[src/rtl/irq_entry_pkg.sv]
package irq_entry_pkg;

    localparam int PS_W        = 32;
    localparam int PS_LVL_W    = 4;
    localparam int PS_EXCM_BIT = 4;
    localparam int PS_UM_BIT   = 5;
    localparam int LVL1_CAUSE  = 4;
    localparam logic [PS_W-1:0] PS_RESET = 32'h0000_001F;

    typedef enum logic [2:0] {
        EK_NONE   = 3'd0,
        EK_HIGH   = 3'd1,
        EK_KERNEL = 3'd2,
        EK_USER   = 3'd3,
        EK_DOUBLE = 3'd4
    } entry_kind_e;

    typedef struct packed {
        logic                take;
        entry_kind_e         kind;
        logic [PS_LVL_W-1:0] lvl;
    } entry_req_t;

    // Status word after a high-level entry: new level, exception mode set.
    function automatic logic [PS_W-1:0] ps_enter_high(
        input logic [PS_W-1:0]     ps,
        input logic [PS_LVL_W-1:0] lvl
    );
        logic [PS_W-1:0] r;
        r = ps;
        r[PS_LVL_W-1:0] = lvl;
        r[PS_EXCM_BIT]  = 1'b1;
        return r;
    endfunction

    // Status word after a level-1 entry: only exception mode changes.
    function automatic logic [PS_W-1:0] ps_enter_low(input logic [PS_W-1:0] ps);
        logic [PS_W-1:0] r;
        r = ps;
        r[PS_EXCM_BIT] = 1'b1;
        return r;
    endfunction

endpackage

[src/rtl/irq_level_gate.sv]
module irq_level_gate
    import irq_entry_pkg::*;
#(
    parameter int NLVL = 7,
    parameter int NSRC = 32,
    parameter int LW   = 3
) (
    input  logic [LW-1:0]        pend_level,
    input  logic [LW-1:0]        cfg_levels,
    input  logic [PS_LVL_W-1:0]  cur_level,
    input  logic [NLVL*NSRC-1:0] level_mask,
    input  logic [NSRC-1:0]      int_set,
    input  logic [NSRC-1:0]      int_enable,
    output logic                 take,
    output logic [PS_LVL_W-1:0]  lvl
);

    localparam int HITW = 2 ** LW;

    logic [NSRC-1:0] live_src;
    logic [HITW-1:0] lvl_hit;
    logic            in_range;
    logic            above_cur;

    assign live_src   = int_set & int_enable;
    assign lvl_hit[0] = 1'b0;

    for (genvar g = 1; g < HITW; g++) begin : g_hit
        if (g <= NLVL) begin : g_real
            assign lvl_hit[g] = |(level_mask[(g-1)*NSRC +: NSRC] & live_src);
        end else begin : g_pad
            assign lvl_hit[g] = 1'b0;
        end
    end

    always_comb begin
        lvl       = PS_LVL_W'(pend_level);
        in_range  = (pend_level != '0) && (pend_level <= cfg_levels);
        above_cur = lvl > cur_level;
        take      = in_range && above_cur && lvl_hit[pend_level];
    end

endmodule

[src/rtl/irq_route.sv]
module irq_route
    import irq_entry_pkg::*;
#(
    parameter bit HAS_DEPC = 1'b1
) (
    input  logic                take,
    input  logic [PS_LVL_W-1:0] lvl,
    input  logic                excm,
    input  logic                user_mode,
    output entry_req_t          req,
    output logic                save_depc
);

    always_comb begin
        req.take  = take;
        req.lvl   = lvl;
        req.kind  = EK_NONE;
        save_depc = 1'b0;
        if (take) begin
            if (lvl > PS_LVL_W'(1)) begin
                req.kind = EK_HIGH;
            end else if (excm) begin
                req.kind  = EK_DOUBLE;
                save_depc = HAS_DEPC;
            end else if (user_mode) begin
                req.kind = EK_USER;
            end else begin
                req.kind = EK_KERNEL;
            end
        end
    end

endmodule

[src/rtl/irq_vector_gen.sv]
module irq_vector_gen
    import irq_entry_pkg::*;
#(
    parameter int             XW          = 32,
    parameter bit             RELOC_EN    = 1'b1,
    parameter logic [XW-1:0]  VEC_BASE    = 32'h4000_0000,
    parameter logic [XW-1:0]  HIGH_OFS    = 32'h0000_0180,
    parameter logic [XW-1:0]  HIGH_STRIDE = 32'h0000_0040,
    parameter logic [XW-1:0]  KERNEL_OFS  = 32'h0000_0300,
    parameter logic [XW-1:0]  USER_OFS    = 32'h0000_0340,
    parameter logic [XW-1:0]  DOUBLE_OFS  = 32'h0000_03C0
) (
    input  entry_kind_e         kind,
    input  logic [PS_LVL_W-1:0] lvl,
    input  logic [XW-1:0]       vbase,
    output logic [XW-1:0]       target
);

    logic [XW-1:0] static_vec;
    logic [XW-1:0] lvl_step;

    always_comb begin
        lvl_step = (lvl >= PS_LVL_W'(2)) ? XW'(lvl - PS_LVL_W'(2)) : '0;
        unique case (kind)
            EK_HIGH:   static_vec = VEC_BASE + HIGH_OFS + lvl_step * HIGH_STRIDE;
            EK_KERNEL: static_vec = VEC_BASE + KERNEL_OFS;
            EK_USER:   static_vec = VEC_BASE + USER_OFS;
            EK_DOUBLE: static_vec = VEC_BASE + DOUBLE_OFS;
            default:   static_vec = VEC_BASE;
        endcase
    end

    if (RELOC_EN) begin : g_reloc
        assign target = static_vec - VEC_BASE + vbase;
    end else begin : g_fixed
        logic [XW-1:0] vbase_unused;
        assign vbase_unused = vbase;
        assign target       = static_vec;
    end

endmodule

[src/rtl/irq_state_file.sv]
module irq_state_file
    import irq_entry_pkg::*;
#(
    parameter int            XW       = 32,
    parameter int            NLVL     = 7,
    parameter int            CAUSE_W  = 6,
    parameter bit            HAS_DEPC = 1'b1,
    parameter logic [XW-1:0] RESET_PC = 32'h5000_0000,
    parameter logic [XW-1:0] VEC_BASE = 32'h4000_0000
) (
    input  logic                   clk,
    input  logic                   rst,
    input  entry_req_t             req,
    input  logic                   save_depc,
    input  logic [XW-1:0]          target,
    input  logic                   pc_load_en,
    input  logic [XW-1:0]          pc_load_val,
    input  logic                   ps_load_en,
    input  logic [PS_W-1:0]        ps_load_val,
    input  logic                   vbase_load_en,
    input  logic [XW-1:0]          vbase_load_val,
    output logic [XW-1:0]          pc_o,
    output logic [PS_W-1:0]        ps_o,
    output logic [XW-1:0]          vbase_o,
    output logic [NLVL*XW-1:0]     epc_o,
    output logic [(NLVL-1)*XW-1:0] eps_o,
    output logic [CAUSE_W-1:0]     cause_o,
    output logic [XW-1:0]          depc_o,
    output logic                   exc_taken,
    output logic [2:0]             entry_kind
);

    logic [XW-1:0]      pc_q;
    logic [PS_W-1:0]    ps_q;
    logic [XW-1:0]      vbase_q;
    logic [CAUSE_W-1:0] cause_q;
    logic               taken_q;
    entry_kind_e        kind_q;
    logic               is_high;

    assign is_high = req.take && (req.kind == EK_HIGH);

    // PC, status, cause: an entry outranks the core's own loads.
    always_ff @(posedge clk) begin
        if (rst) begin
            pc_q    <= RESET_PC;
            ps_q    <= PS_RESET;
            cause_q <= '0;
            taken_q <= 1'b0;
            kind_q  <= EK_NONE;
        end else begin
            taken_q <= req.take;
            if (req.take) begin
                kind_q <= req.kind;
                pc_q   <= target;
                if (is_high) begin
                    ps_q <= ps_enter_high(ps_q, req.lvl);
                end else begin
                    ps_q    <= ps_enter_low(ps_q);
                    cause_q <= CAUSE_W'(LVL1_CAUSE);
                end
            end else begin
                if (pc_load_en) pc_q <= pc_load_val;
                if (ps_load_en) ps_q <= ps_load_val;
            end
        end
    end

    always_ff @(posedge clk) begin
        if (rst)                vbase_q <= VEC_BASE;
        else if (vbase_load_en) vbase_q <= vbase_load_val;
    end

    // Saved PC, one register per level.
    for (genvar g = 1; g <= NLVL; g++) begin : g_epc
        logic [XW-1:0] epc_r;
        logic          wr;
        if (g == 1) begin : g_l1
            assign wr = req.take && !is_high && !save_depc;
        end else begin : g_hi
            assign wr = is_high && (req.lvl == PS_LVL_W'(g));
        end
        always_ff @(posedge clk) begin
            if (rst)     epc_r <= '0;
            else if (wr) epc_r <= pc_q;
        end
        assign epc_o[(g-1)*XW +: XW] = epc_r;
    end

    // Saved status, one register per level from 2 upward.
    for (genvar g = 2; g <= NLVL; g++) begin : g_eps
        logic [PS_W-1:0] eps_r;
        logic            wr;
        assign wr = is_high && (req.lvl == PS_LVL_W'(g));
        always_ff @(posedge clk) begin
            if (rst)     eps_r <= '0;
            else if (wr) eps_r <= ps_q;
        end
        assign eps_o[(g-2)*XW +: XW] = XW'(eps_r);
    end

    if (HAS_DEPC) begin : g_depc
        logic [XW-1:0] depc_r;
        always_ff @(posedge clk) begin
            if (rst)                      depc_r <= '0;
            else if (req.take && save_depc) depc_r <= pc_q;
        end
        assign depc_o = depc_r;
    end else begin : g_no_depc
        assign depc_o = '0;
    end

    assign pc_o       = pc_q;
    assign ps_o       = ps_q;
    assign vbase_o    = vbase_q;
    assign cause_o    = cause_q;
    assign exc_taken  = taken_q;
    assign entry_kind = kind_q;

endmodule

[src/rtl/irq_entry_unit.sv]
module irq_entry_unit
    import irq_entry_pkg::*;
#(
    parameter int            NLVL        = 7,
    parameter int            NSRC        = 32,
    parameter int            XW          = 32,
    parameter int            CAUSE_W     = 6,
    parameter bit            HAS_DEPC    = 1'b1,
    parameter bit            RELOC_EN    = 1'b1,
    parameter logic [XW-1:0] RESET_PC    = 32'h5000_0000,
    parameter logic [XW-1:0] VEC_BASE    = 32'h4000_0000,
    parameter logic [XW-1:0] HIGH_OFS    = 32'h0000_0180,
    parameter logic [XW-1:0] HIGH_STRIDE = 32'h0000_0040,
    parameter logic [XW-1:0] KERNEL_OFS  = 32'h0000_0300,
    parameter logic [XW-1:0] USER_OFS    = 32'h0000_0340,
    parameter logic [XW-1:0] DOUBLE_OFS  = 32'h0000_03C0,
    localparam int           LW          = $clog2(NLVL + 1)
) (
    input  logic                   clk,
    input  logic                   rst,
    input  logic [LW-1:0]          pend_level,
    input  logic [LW-1:0]          cfg_levels,
    input  logic [NLVL*NSRC-1:0]   level_mask,
    input  logic [NSRC-1:0]        int_set,
    input  logic [NSRC-1:0]        int_enable,
    input  logic                   pc_load_en,
    input  logic [XW-1:0]          pc_load_val,
    input  logic                   ps_load_en,
    input  logic [31:0]            ps_load_val,
    input  logic                   vbase_load_en,
    input  logic [XW-1:0]          vbase_load_val,
    output logic [XW-1:0]          pc_o,
    output logic [31:0]            ps_o,
    output logic [XW-1:0]          vbase_o,
    output logic [NLVL*XW-1:0]     epc_o,
    output logic [(NLVL-1)*XW-1:0] eps_o,
    output logic [CAUSE_W-1:0]     cause_o,
    output logic [XW-1:0]          depc_o,
    output logic                   exc_taken,
    output logic [2:0]             entry_kind
);

    logic                take;
    logic [PS_LVL_W-1:0] lvl;
    entry_req_t          req;
    logic                save_depc;
    logic [XW-1:0]       target;

    irq_level_gate #(.NLVL(NLVL), .NSRC(NSRC), .LW(LW)) u_gate (
        .pend_level (pend_level),
        .cfg_levels (cfg_levels),
        .cur_level  (ps_o[PS_LVL_W-1:0]),
        .level_mask (level_mask),
        .int_set    (int_set),
        .int_enable (int_enable),
        .take       (take),
        .lvl        (lvl)
    );

    irq_route #(.HAS_DEPC(HAS_DEPC)) u_route (
        .take      (take),
        .lvl       (lvl),
        .excm      (ps_o[PS_EXCM_BIT]),
        .user_mode (ps_o[PS_UM_BIT]),
        .req       (req),
        .save_depc (save_depc)
    );

    irq_vector_gen #(
        .XW(XW), .RELOC_EN(RELOC_EN), .VEC_BASE(VEC_BASE),
        .HIGH_OFS(HIGH_OFS), .HIGH_STRIDE(HIGH_STRIDE),
        .KERNEL_OFS(KERNEL_OFS), .USER_OFS(USER_OFS), .DOUBLE_OFS(DOUBLE_OFS)
    ) u_vec (
        .kind   (req.kind),
        .lvl    (req.lvl),
        .vbase  (vbase_o),
        .target (target)
    );

    irq_state_file #(
        .XW(XW), .NLVL(NLVL), .CAUSE_W(CAUSE_W), .HAS_DEPC(HAS_DEPC),
        .RESET_PC(RESET_PC), .VEC_BASE(VEC_BASE)
    ) u_state (
        .clk            (clk),
        .rst            (rst),
        .req            (req),
        .save_depc      (save_depc),
        .target         (target),
        .pc_load_en     (pc_load_en),
        .pc_load_val    (pc_load_val),
        .ps_load_en     (ps_load_en),
        .ps_load_val    (ps_load_val),
        .vbase_load_en  (vbase_load_en),
        .vbase_load_val (vbase_load_val),
        .pc_o           (pc_o),
        .ps_o           (ps_o),
        .vbase_o        (vbase_o),
        .epc_o          (epc_o),
        .eps_o          (eps_o),
        .cause_o        (cause_o),
        .depc_o         (depc_o),
        .exc_taken      (exc_taken),
        .entry_kind     (entry_kind)
    );

endmodule

[config.mk]
export PLATFORM = sky130hd
export DESIGN_NAME = irq_entry_unit
export DESIGN_NICKNAME = d
export VERILOG_FILES = /design/src/rtl/irq_entry_pkg.sv /design/src/rtl/irq_level_gate.sv /design/src/rtl/irq_route.sv /design/src/rtl/irq_vector_gen.sv /design/src/rtl/irq_state_file.sv /design/src/rtl/irq_entry_unit.sv
export SDC_FILE = /design/constraint.sdc
export NUM_CORES = 1
export LEC_CHECK = 0
export BUFFER_PORTS_ARGS = -buffer_cell sky130_fd_sc_hd__buf_2
export CAP_MARGIN = 20
export CORE_AREA = 2 2 370 372
export DETAILED_ROUTE_END_ITERATION = 10
export DIE_AREA = 0 0 372 374
export HOLD_SLACK_MARGIN = 0.02
export SLEW_MARGIN = 20
export SYNTH_ARGS = -nofsm -noshare
export SYNTH_HDL_FRONTEND = slang
export SYNTH_HIERARCHICAL = 1
export SYNTH_SLANG_ARGS = --single-unit
[constraint.sdc]
create_clock -name clk -period 14.1 [get_ports clk]
set_clock_uncertainty 0.05 [all_clocks]
set_input_delay 0 -clock clk [delete_from_list [all_inputs] [get_ports clk]]
set_output_delay 0 -clock clk [all_outputs]
set_load 0.02 [all_outputs]
== After elaboration in Yosys (flattened, before gate mapping) ==
Cells that the tools add are included.
Storage, ports and cells
  bits in read-only memories: 0
  memory bits (writable): 0
  memories kept: 0
  latch bits: 0
  output and inout port bits: 554
  register bits: 549
Cells by class
  bitwise logic cells: 10
  reduce and logical (&&, ||, !) cells: 28
  $add $sub $neg: 4
  $mul: 0
  equal/unequal tests: 11
  muxes and demuxes: 16
  shift-type cells: 0
  magnitude comparators: 5
  divide/modulo/power cells: 0
Operator list (number)
  $and A32 B32 Y32: 8
  $reduce_or A32 Y1: 7
  $mux W32: 4
  $pmux W32 S4: 1
  $add A31 B32 Y32 const A: 1
  $add A32 B32 Y32: 1
  $sub A32 B31 Y32 const B: 1
  $mux W26: 1
  $eq A3 B3 Y1 const B: 5
  $logic_and A1 B1 Y1: 13
  $eq A3 B2 Y1 const B: 4
  $mux W3: 3
  $reduce_and A2 Y1: 3
  $mux W1: 5
  $gt A3 B4 Y1: 1
  $lt A3 B4 Y1 const B: 1
  $mux W4: 1
  $reduce_bool A2 Y1: 2
  $sub A3 B2 Y4 const B: 1
  $bmux W1 S3: 1
  $eq A3 B1 Y1 const B: 1
  $ge A3 B2 Y1 const B: 1
  $gt A3 B1 Y1 const B: 1
  $le A3 B3 Y1: 1
  4 further kinds: 6

== Longest topological paths before layout ==
  word-level depth: 12
  gate-level depth with buffers: 28
  gate-level depth less buffers: 26

== Modules after synthesis ==
The synthesis kept the hierarchy.
Modules (own cells, without submodules)
  irq_state_file: sequential area each 10990.5 sq um, area each 21224.1 sq um, cells an instance 2056, instances 1
  irq_vector_gen: sequential area each 0.0 sq um, area each 1903.1 sq um, cells an instance 246, instances 1
  irq_level_gate: sequential area each 0.0 sq um, area each 1851.8 sq um, cells an instance 333, instances 1
  irq_route: sequential area each 0.0 sq um, area each 91.3 sq um, cells an instance 11, instances 1

== Worst setup path after synthesis ==
Ideal clock, no wire load.
  kind: reg-to-reg
  start: register u_state.ps_q[1], in the netlist u_state/ps_o[1]
  end: register u_state.pc_q[29], in the netlist u_state/pc_o[29]
  clock period less this slack: 4.778 ns
  arrival: 4.601 ns
  path slack: 9.322 ns
  cell stages (with the launch flop): 26
  required time: 13.922 ns
  path through: dfxtp_1 -> inv_1 -> ha_1 -> a311oi_1 -> o211ai_1 -> a221oi_2 -> nand2b_4 -> nor4b_1 -> buf_4 -> nand2b_1 -> nor2_1 -> a21oi_1 -> nor2_1 -> ha_1 -> ha_1 -> inv_1 -> fa_1 -> nand2b_1 -> a21oi_2 -> o2111a_2 -> o21ai_4 -> o21bai_4 -> a31oi_4 -> xnor2_1 -> mux2i_1 -> nor2_1
RTL lines
  start: declaration: RTL line irq_state_file.sv:34  | logic [PS_W-1:0] ps_q;
  start signal: assignment: RTL line irq_state_file.sv:57  | ps_q <= ps_enter_high(ps_q, req.lvl);
  start signal: assignment: RTL line irq_state_file.sv:59  | ps_q <= ps_enter_low(ps_q);
  start signal: assignment: RTL line irq_state_file.sv:64  | if (ps_load_en) ps_q <= ps_load_val;
  end signal: assignment: RTL line irq_state_file.sv:55  | pc_q <= target;
  end signal: assignment: RTL line irq_state_file.sv:63  | if (pc_load_en) pc_q <= pc_load_val;
  end: declaration: RTL line irq_state_file.sv:33  | logic [XW-1:0] pc_q;

==> impl_metrics.py <==
metrics = {
    "run_status": {
        "status": "finished, final reports clean",
    },
    "worst_setup_path": {
        "reg2reg_slack_ns": 7.88,
        "required_ns": 14.55,
        "start_kind": "flip-flop",
        "worstPathArrival_ns": 6.67,
        "worst_setup_path_end_kind": "flip-flop",
        "path_max_fanout": 56,
        "crit_type": "flip-flop to flip-flop",
    },
    "place": {
        "hpwl_um": 104000,
        "gp_congestion": 1.08,
        "numPortBuffers": 943,
    },
    "timing": {
        "hold_viol": 0,
        "slew_viol_final": 0,
        "finalSetupViolCount": 0,
        "fin_crit_sh_pct": 44.1,
        "worst_pin_slew_ns": 1.03,
        "finalSetupTns_ns": 0,
        "rsz0062_at_grt": "false",
        "fin_crit_ns": 6.22,
        "slew_headroom_pct": 30.6,
        "fmax_mhz": 161,
    },
    "detailed_routing": {
        "wire_per_inst_um": 24.5,
        "drt_pass1_iterations": 5,
        "via_count": 24800,
        "route.detailed.drc": 0,
        "drt_wl_total_um": 136000,
        "antenna_left": 0,
        "avgViaCountPerCell": 4.47,
        "drt_iter0_drc": 1829,
    },
    "grt": {
        "antenna_found_initial": 30,
        "grt_pass1_vias": 24800,
        "overflow": 0,
        "grt_max_degree": 200,
        "grt_pass1_wl_um": 185000,
        "grtUsageTotal_pct": 18.6,
    },
    "cts": {
        "h-tree-depth": 3,
        "ctsResizeCount": 0,
        "clk_pin_slew_ns": 0.06,
        "cts_root_buf": "clkbuf_16",
        "clk_latency_ns": 0.65,
        "cts_tree": "built",
        "cts.sinks": 549,
        "cts_buffers": 66,
        "clk_path_buf_depth": 3,
    },
    "worst_hold_path": {
        "hold_path.class": "primary input to flip-flop",
    },
    "yosys": {
        "synth_edf_count": 0,
        "ys_seq_area_share_pct": 43.8,
        "synthCells": 2646,
        "synth_cell_types": 68,
        "yosysWarnings": 6,
        "synth_area_sq_um": 25100,
        "postSynthAreaPerCell_sq_um": 9.47,
        "synth_ff_type": "dfxtp_1",
        "ys_ff_latch": 549,
        "async_reset_ff_share_pct": 0,
    },
    "cells_and_area": {
        "drive_gt1_share_pct": 30.2,
        "area_growth_pct": 41.3,
        "mostFrequentLayoutCells": "buf_2 (942), dfxtp_1 (549), nand2b_1 (424)",
        "layout_commonest_cell": "buf_2",
        "final_util_pct": 26.3,
        "nNetsFinal": 4152,
    },
    "power": {
        "power_density_nw_per_um2": 104,
        "power_mw": 3.69,
        "peakVddDrop_uv": 60.8,
        "p_leak_nw": 17.4,
    },
    "die": {
        "pin_count": 949,
        "initial_core_util_pct": 18.6,
        "die_area_sq_um": 139000,
        "rows": 135,
        "dieHeight_um": 374,
        "die_w_um": 372,
        "coreArea_sq_um": 135000,
    },
    "flow_run": {
        "max_cap_viol_count": 0,
    },
}
==> state kept, by name, indices dropped and copies added, names as in the netlist <==
signal               cells
u_state/g_epc.epc_r    224
u_state/cause_o          1
u_state/pc_o            32
u_state/depc_o          32
u_state/g_eps.eps_r    192
u_state/vbase_o         32
u_state/exc_taken        1
u_state/entry_kind       3
u_state/ps_o            32
==> final cells by class <==
class	instances	area (sq um)
clock inverter	21	251
tap	1781	2230
timing repair buffer	1156	6810
antenna	18	45.0
fill	14500	99500
clock buffer	93	1840
sequential	549	11000
multi-input combinational	1895	13200
inverter	25	93.8
==> per-stage QoR <==
| stage | hold WS [ns] | worst slack (ns) | cell area [sq um] | std cells |
|---|---|---|---|---|
| detailed placement | 0.165 | 7.76 | 31400 | 5220 |
| global route | 0.0909 | 7.41 | 35400 | 5529 |
| floorplan | 0.0724 | 9.32 | 25100 | 2650 |
| CTS | 0.0229 | 7.84 | 35400 | 5520 |
| global placement | 0.159 | 7.74 | 31400 | 5219 |
| finish | 0.102 | 7.88 | 35400 | 5538 |
==> cells in the mapped netlist, drive strengths merged (7+ instances only) <==
| cell | instances | share of area (%) |
|---|---|---|
| a21oi | 89 | 1.9 |
| a31oi | 12 | 0.36 |
| and2 | 7 | 0.18 |
| buf | 86 | 2.2 |
| clkbuf | 95 | 1.4 |
| dfxtp | 549 | 44 |
| ha | 63 | 3.1 |
| inv | 25 | 0.37 |
| mux2 | 32 | 1.4 |
| mux2i | 423 | 17 |
| nand2 | 147 | 2.2 |
| nand2b | 425 | 11 |
| nand3 | 223 | 4.5 |
| nand4 | 57 | 1.4 |
| nor2 | 92 | 1.4 |
| nor2b | 76 | 1.9 |
| nor4 | 17 | 0.42 |
| o21ai | 144 | 2.9 |
| xnor2 | 18 | 0.63 |
==> power by group <==
part	switching [mW]	internal [mW]	leakage, nW
combinational	0.239	0.161	11.9
clock	0.711	0.973	1.02
sequential	0.0353	1.57	4.44
total	0.985	2.70	17.4
==> what timing repair did <==
action                                  4_1_cts  5_1_grt
hold buffers                                186        0
buffers inserted                              0        0
hold endpoints to repair                    221        0
endpoints found under the setup margin        0        0
==> final timing paths <==
path / from / end / cells after the start
hold / removal: pend_level[2] / u_state/entry_kind[1]$_SDFFE_PP0P_ / 4
setup / recovery: u_state/ps_o[1]$_SDFFE_PP1P_ / u_state/pc_o[25]$_SDFFE_PP0P_ / 23
hold reg to reg: u_state/depc_o[5]$_SDFFE_PP0P_ / u_state/depc_o[5]$_SDFFE_PP0P_ / 2
setup reg to reg: u_state/ps_o[1]$_SDFFE_PP1P_ / u_state/pc_o[25]$_SDFFE_PP0P_ / 23
==> kinds of logic after synthesis <==
logic type | share of synthesized area, %
buffers and inverters | 3.97
adder cells (fa/ha/maj) | 3.22
AO/OA/AOI/OAI | 6.40
other | 0.0300
XOR/XNOR | 0.838
AND/OR/NAND/NOR | 23.4
multiplexers | 18.3
flip-flops | 43.8
==> worst max-delay path, cell delays in order, from the launching register on <==
cell	delay [ns]
dfxtp_1	0.45
inv_1	0.08
ha_1	0.29
a311oi_1	0.30
o211ai_1	0.25
a221oi_4	0.24
buf_4	0.74
o41a_1	0.29
buf_4	0.17
nand2b_1	0.14
nor2_1	0.21
nand2_1	0.10
nor2_1	0.43
ha_1	0.34
ha_1	0.44
a21oi_4	0.19
nand2_1	0.08
o2111a_2	0.28
o21ai_4	0.23
nand2_2	0.11
a221oi_2	0.28
xnor2_1	0.11
mux2i_1	0.15
nor2_1	0.05
==> per-layer routing <==
| metal | global-route usage (%) | vias to the layer above | share of wire (%) |
|---|---|---|---|
| li1 | - | 11200 | - |
| met1 | 20.4 | 11900 | 37 |
| met2 | 32.1 | 1241 | 49 |
| met3 | 4.42 | 389 | 7.2 |
| met4 | 11.8 | 4 | 6.7 |
| met5 | 0 | - | 0.020 |
Note: power is estimated with default switching activity, not from simulation.
